[src/rtl/victim_pkg.sv]
package victim_pkg;

    // Which rule produced the victim
    typedef enum logic [1:0] {
        SRC_FREE  = 2'd0,
        SRC_CTR   = 2'd1,
        SRC_FLUSH = 2'd2
    } victim_src_e;

endpackage

[src/rtl/victim_free_enc.sv]
// Lowest-index invalid way finder
module victim_free_enc #(
    parameter int NUM_WAYS = 4,
    localparam int WAY_W   = $clog2(NUM_WAYS)
) (
    input  logic [NUM_WAYS-1:0] valid_i,
    output logic                any_free_o,
    output logic [WAY_W-1:0]    free_way_o
);

    always_comb begin
        free_way_o = '0;
        // scan from the top so the lowest free index is written last
        for (int i = NUM_WAYS - 1; i >= 0; i--) begin
            if (!valid_i[i]) begin
                free_way_o = WAY_W'(i);
            end
        end
        any_free_o = ~&valid_i;
    end

endmodule

[src/rtl/victim_src_mux.sv]
// Chooses between flush way, free way and counter value
module victim_src_mux
    import victim_pkg::*;
#(
    parameter int NUM_WAYS = 4,
    localparam int WAY_W   = $clog2(NUM_WAYS)
) (
    input  logic             flush_mode_i,
    input  logic [WAY_W-1:0] flush_way_i,
    input  logic             any_free_i,
    input  logic [WAY_W-1:0] free_way_i,
    input  logic [WAY_W-1:0] ctr_i,
    output logic [WAY_W-1:0] pick_way_o,
    output victim_src_e      src_o
);

    always_comb begin
        if (flush_mode_i) begin
            pick_way_o = flush_way_i;
            src_o      = SRC_FLUSH;
        end else if (any_free_i) begin
            pick_way_o = free_way_i;
            src_o      = SRC_FREE;
        end else begin
            pick_way_o = ctr_i;
            src_o      = SRC_CTR;
        end
    end

endmodule

[src/rtl/way_victim_sel.sv]
module way_victim_sel
    import victim_pkg::*;
#(
    parameter int NUM_WAYS = 4,
    localparam int WAY_W   = $clog2(NUM_WAYS)
) (
    input  logic                clk,
    input  logic                rst_n,
    input  logic [NUM_WAYS-1:0] set_valid,
    input  logic                repl_req,
    input  logic                inv_all,
    input  logic                flush_mode,
    input  logic [WAY_W-1:0]    flush_way,
    output logic [WAY_W-1:0]    victim_way,
    output logic                victim_vld
);

    typedef struct packed {
        logic [WAY_W-1:0] way;
        logic             vld;
        logic [WAY_W-1:0] ctr;
    } sel_state_t;

    sel_state_t  s_d, s_q;
    logic        any_free;
    logic [WAY_W-1:0] free_way;
    logic [WAY_W-1:0] pick_way;
    victim_src_e src;
    logic        take;
    logic [WAY_W-1:0] ctr_q;

    assign ctr_q = s_q.ctr;

    victim_free_enc #(.NUM_WAYS(NUM_WAYS)) u_free (
        .valid_i    (set_valid),
        .any_free_o (any_free),
        .free_way_o (free_way)
    );

    victim_src_mux #(.NUM_WAYS(NUM_WAYS)) u_mux (
        .flush_mode_i (flush_mode),
        .flush_way_i  (flush_way),
        .any_free_i   (any_free),
        .free_way_i   (free_way),
        .ctr_i        (s_q.ctr),
        .pick_way_o   (pick_way),
        .src_o        (src)
    );

    assign take = repl_req && !inv_all;

    always_comb begin
        s_d     = s_q;
        s_d.vld = 1'b0;
        if (inv_all) begin
            // invalidate wins over a same-cycle request
            s_d.ctr = '0;
        end else if (take) begin
            s_d.way = pick_way;
            s_d.vld = 1'b1;
            if (src == SRC_CTR) begin
                s_d.ctr = s_q.ctr + WAY_W'(1);
            end
        end
    end

    always_ff @(posedge clk or negedge rst_n) begin
        if (!rst_n) begin
            s_q <= '0;
        end else begin
            s_q <= s_d;
        end
    end

    assign victim_way = s_q.way;
    assign victim_vld = s_q.vld;

endmodule

[config.mk]
export PLATFORM = sky130hd
export DESIGN_NAME = way_victim_sel
export DESIGN_NICKNAME = d
export VERILOG_FILES = /design/src/rtl/victim_pkg.sv /design/src/rtl/victim_free_enc.sv /design/src/rtl/victim_src_mux.sv /design/src/rtl/way_victim_sel.sv
export SDC_FILE = /design/constraint.sdc
export NUM_CORES = 1
export LEC_CHECK = 0
export ABC_AREA = 1
export CORE_AREA = 4 4 41 43
export DETAILED_ROUTE_END_ITERATION = 10
export DIE_AREA = 0 0 45 47
export GPL_TIMING_DRIVEN = 0
export PLACE_DENSITY = 0.64
export SETUP_SLACK_MARGIN = 0.1
export SYNTH_ARGS = -nofsm -noshare
export SYNTH_HDL_FRONTEND = slang
export SYNTH_HIERARCHICAL = 1
export SYNTH_SLANG_ARGS = --single-unit
export TNS_END_PERCENT = 5
[constraint.sdc]
create_clock -name clk -period 1.3 [get_ports clk]
set_clock_uncertainty 0.1 [all_clocks]
set_input_delay 0.26 -clock clk [delete_from_list [all_inputs] [get_ports clk]]
set_output_delay 0.26 -clock clk [all_outputs]
set_load 0.01 [all_outputs]
# After elaboration in Yosys (flattened, before gate mapping)

Cells that the tools add are included.

Eq/ne operators: 1
Reduce and logical (&&, ||, !) cells: 7
Bitwise logic cells: 1
Multiplexer cells: 12
Add/sub/neg operators: 1

Operators with widths:

| kind                                                                  | count |
|---|---|
| 2-bit two-way mux                                                     | 9 |
| 2-bit AND reduction                                                   | 2 |
| 4-bit AND reduction                                                   | 1 |
| 2-bit nonzero test                                                    | 2 |
| 3-bit two-way mux                                                     | 1 |
| 2-bit by 1-bit adder with 2-bit output, second input constant         | 1 |
| 2-bit by 1-bit equality test with 1-bit output, second input constant | 1 |
| 1-bit two-way mux                                                     | 2 |
| 1-bit logical AND                                                     | 1 |
| 1-bit zero test                                                       | 1 |
| 1-bit inverter                                                        | 1 |

Output and inout port bits: 3
Register bits after elaboration: 5
Word-level logic and storage cells: 25

# Depth between registers and ports, before layout

Depth in word-level cells: 7
Depth in mapped cells: 9

# By module

Netlist, hierarchy kept.

By module, submodules not included:

| module          | instances | area each (µm²) | cells each | sequential area each (µm²) |
|---|---|---|---|---|
| way_victim_sel  | 1         | 224.0           | 28         | 125.1 |
| victim_src_mux  | 1         | 73.8            | 18         | 0.0 |
| victim_free_enc | 1         | 36.3            | 9          | 0.0 |

# Worst setup path before layout

No wires, ideal clock.

Kind: input to register
Start point: input set_valid[2]
End point: register s_q (netlist bit ctr_q[1])
Cell stages on the path: 8
Data arrival time: 889 ps
Library setup time: 65 ps
Path slack: 246 ps
Data required time: 1,135 ps
Cell sequence: nand2_1 > inv_1 > nand3_1 > nor2_1 > nand3_2 > nand2_1 > nand3_1 > nand2_1

Longest elaborated chain between the ends: 6

RTL lines:

| element                                        | line                  | source |
|---|---|---|
| from (decl)                                    | way_victim_sel.sv:9   | `input logic [NUM_WAYS-1:0] set_valid,` |
| 4-bit AND reduction                            | victim_free_enc.sv:19 | `any_free_o = ~&valid_i;` |
| 1-bit two-way mux                              | victim_src_mux.sv:21  | `end else if (any_free_i) begin` |
| 2-bit two-way mux                              | victim_src_mux.sv:18  | `if (flush_mode_i) begin` |
| named net src[0]                               | way_victim_sel.sv:28  | `victim_src_e src;` |
| 2-bit by 1-bit equality test with 1-bit output | way_victim_sel.sv:61  | `if (src == SRC_CTR) begin` |
| 2-bit nonzero test (no source line)            | n/a                   |  |
| 2-bit AND reduction (no source line)           | n/a                   |  |
| to (signal assigned)                           | way_victim_sel.sv:69  | `s_q <= '0;` |
| to (signal assigned)                           | way_victim_sel.sv:71  | `s_q <= s_d;` |
| to (decl)                                      | way_victim_sel.sv:24  | `sel_state_t s_d, s_q;` |

The timed path passes the listed nets, and every way through them passes these cells.
A chain may end at the register's enable or synchronous reset.

# Worst setup path after layout

Start point: register s_q (netlist bit victim_vld)
End point: output victim_vld

RTL lines:

| element   | line                 | source |
|---|---|---|
| to (decl) | way_victim_sel.sv:15 | `output logic victim_vld` |

No word-level cell between the ends.

==> summary.txt <==
Timing
  – Final setup fails: 0
  – Max Slew Vio Count: 0
  – Final Hold Vio Count: 0
  – Max_slew headroom: between 80% and 90%
  – Worst Hold Slack: about 0.14 ns
  – Worst-margin pin slew: between 0.2 and 0.25 ns
  – RSZ-0062 raised after global routing: true
  – Total negative slack: 0 ns
  – Period Utilization, post-route: 93.8%
  – F_max: 820 MHz
  – Final worst path period need: between 1 and 1.5 ns

Global route
  – Antenna violations before repair: 0
  – Tot GR Track Use: 7.23%
  – Total congestion overflow: 0
  – Vias in the first global route: around 290
  – First-pass GRT wire length: 1100 um
  – Pin count of the biggest net entering global routing: 6

Setup path
  – Setup CP Type: reg2out
  – Crit end category: primary output
  – Worst Path Arrival: approximately 0.86 ns
  – Crit-path slowest cell: dfrtp_1
  – Crit. Startpoint: victim_vld$_DFF_PN0_
  – Largest delay share family, worst path: flip-flops
  – WP buf/inv: 1
  – Crit path cell chain: dlygate4sd2_1
  – Slowest stage delay, CP: about 0.34 ns
  – Setup crit start kind: register
  – Crit-path max FO: 1
  – Req. time, crit path: roughly 0.94 ns
  – Reg-to-reg critical path startpoint: ctr_q[0]$_DFFE_PN0P_

Routing
  – Post-route ant nets: 0
  – Routed via count: around 350
  – Initial detailed-routing violation count: 7
  – Vias per std cell: between 3 and 4
  – Routed WL: between 600 and 700 um
  – DRC violations left: 0
  – Drt wl/cell: between 7 and 8 um
  – 1st-pass router iterations: 4

Power and ir drop
  – Power per cell area: 880 mW/mm^2
  – P_leak: just over 0.3 nW
  – Tot Pwr: around 0.46 mW
  – Peak VDD IR: approximately 0.0008 V

Clock network
  – Clk buf depth: 2
  – Post-CTS setup buffer count: 0
  – Clock Pin Slew Worst Setup and Hold Paths: 0.04 ns
  – CTS root buf: clkbuf_4
  – CTS H-tree depth: 1
  – TritonCTS Buffers: 3
  – Worst skew pair latency: about 0.24 ns
  – CTS Sinks: 5
  – CTS tree: done
  – Hold buffers post-CTS: 0

Placed design
  – DP Wirelength: ~550 um
  – DP Cell Count: 83
  – Final Wtd Congestion: between 0.7 and 0.8
  – Placed inst area: just under 500 sq um
  – IO Port Bufs: 13

Synth
  – FF+latch count, synth: 5
  – Main combinational cell family by area after synthesis: simple AND/OR/NAND/NOR gates
  – Syn Area/Cell: 6.07 sq um
  – Adder-cell share of the synthesized area: 0%
  – Post-Synth XOR/XNOR Area: 0%
  – Top cell type's share of synthesized area: between 30% and 40%
  – Most area-hungry cell type in the Yosys netlist: dfrtp_1
  – Sequential share of the synthesized area: ~37%
  – Synth Area in Compound Gates: under 10%
  – Cell variety after synth: 10
  – Post-Synth Simple-Gate Area: between 40 and 50%
  – Syn Inst Count: between 50 and 60
  – Syn. warnings: 6
  – Mux cell area share after synthesis: 0%
  – Mapped cell area: around 330 sq um
  – Net count after synthesis: 66
  – Largest cells by area after synthesis: dfrtp_1 (37%), nand2_1 (25%), inv_1 (11%)

Final layout
  – Filler cells: 151
  – Most frequent cells in the layout: nand2_1 (21), inv_1 (9)
  – Register area: 125 sq um
  – Final std cells w/o fill: 87
  – Post-route cell area: roughly 520 sq um
  – Synth-to-Final Area Change: 56.6%
  – Multi-input gate area: ~170 sq um
  – Fin nets: 84
  – Ratio of cells with drive above 1 in the final layout: a little under a fifth
  – ANT cells: 0
  – Commonest non-fill, non-tap cell in the layout: nand2_1

Floorplan
  – Die height: 47 um
  – # IOs: 14
  – Die X: about 45 um
  – Rows: 13
  – Core region area: 0.00130 sq mm
  – Initial core utilization: between 20% and 30%
  – Die area: roughly 0.0021 sq mm

Job
  – # Max-Cap Violations: 0

Min path
  – Hold Path Class: in2async

Status
  – Status: completed
==> state kept, by name, summed over array words and instances (netlist names) <==
register,count
victim_way,2
ctr_q,2
victim_vld,1
==> cell families after synthesis <==
kind of cell / count (synthesis)
and+or+nand+nor: 35
buffers and inverters: 14
DFF: 5
AOI/OAI and AO/OA: 1
==> synth_stat cells (all sizes together) <==
cell / number
nand2: 23
inv: 13
nand3: 7
dfrtp: 5
nor2: 5
a21oi: 1
buf: 1
==> per-stage QoR <==
step / setup slack [ns] / utilization (%)
after CTS: 0.0453 / 39.8
after global placement: -0.323 / 37.1
after global routing: 0.0519 / 40.2
final: 0.0805 / 40.2
after detailed placement: -0.336 / 37.1
after floorplan: 0.246 / -
==> path summary, 6_finish.rpt <==
kind,endpoint,slack (ns),depth (start not counted)
min in group clk,victim_way[0]$_DFFE_PN0P_,0.36,5
min reg2reg,victim_way[1]$_DFFE_PN0P_,0.38,2
max,victim_vld,0.08,1
min,ctr_q[1]$_DFFE_PN0P_,0.14,1
max reg2reg,victim_way[0]$_DFFE_PN0P_,0.33,6
max in group asynchronous,victim_way[1]$_DFFE_PN0P_,0.78,1
==> what timing repair did <==
action | CTS | global route
setup endpoints to repair | 7 | 5
pin swaps | 4 | 0
gates resized for setup | 12 | 3
==> power by group <==
| group | switching (mW) | internal (mW) | total, mW |
|---|---|---|---|
| Clock | 0.0600 | 0.116 | 0.176 |
| Sequential | 0.00903 | 0.170 | 0.179 |
| Combinational | 0.0513 | 0.0540 | 0.105 |
==> final cells by class <==
class,count,share of cell area (%)
buffer,1,1.44
inverter,13,9.33
clock buffer,4,5.02
timing repair buffer,13,24.2
multi-input combinational,36,32.5
tap,15,3.59
sequential,5,23.9
==> metal layers <==
layer  track usage [%]  wire [um]  vias to the layer above
met5                 0          0                        -
met4                 0          0                        0
met3              4.98         71                        0
met2              11.9        306                       10
met1              8.31        283                      144
li1                  -          -                      193
==> worst reg2reg max path, delay by kind of cell (launching register included) <==
kind	cells	cell delay, ns
flops	1	0.41
simple gates	5	0.27
buf+inv	1	0.07
Power figures use the tool's default switching activity.
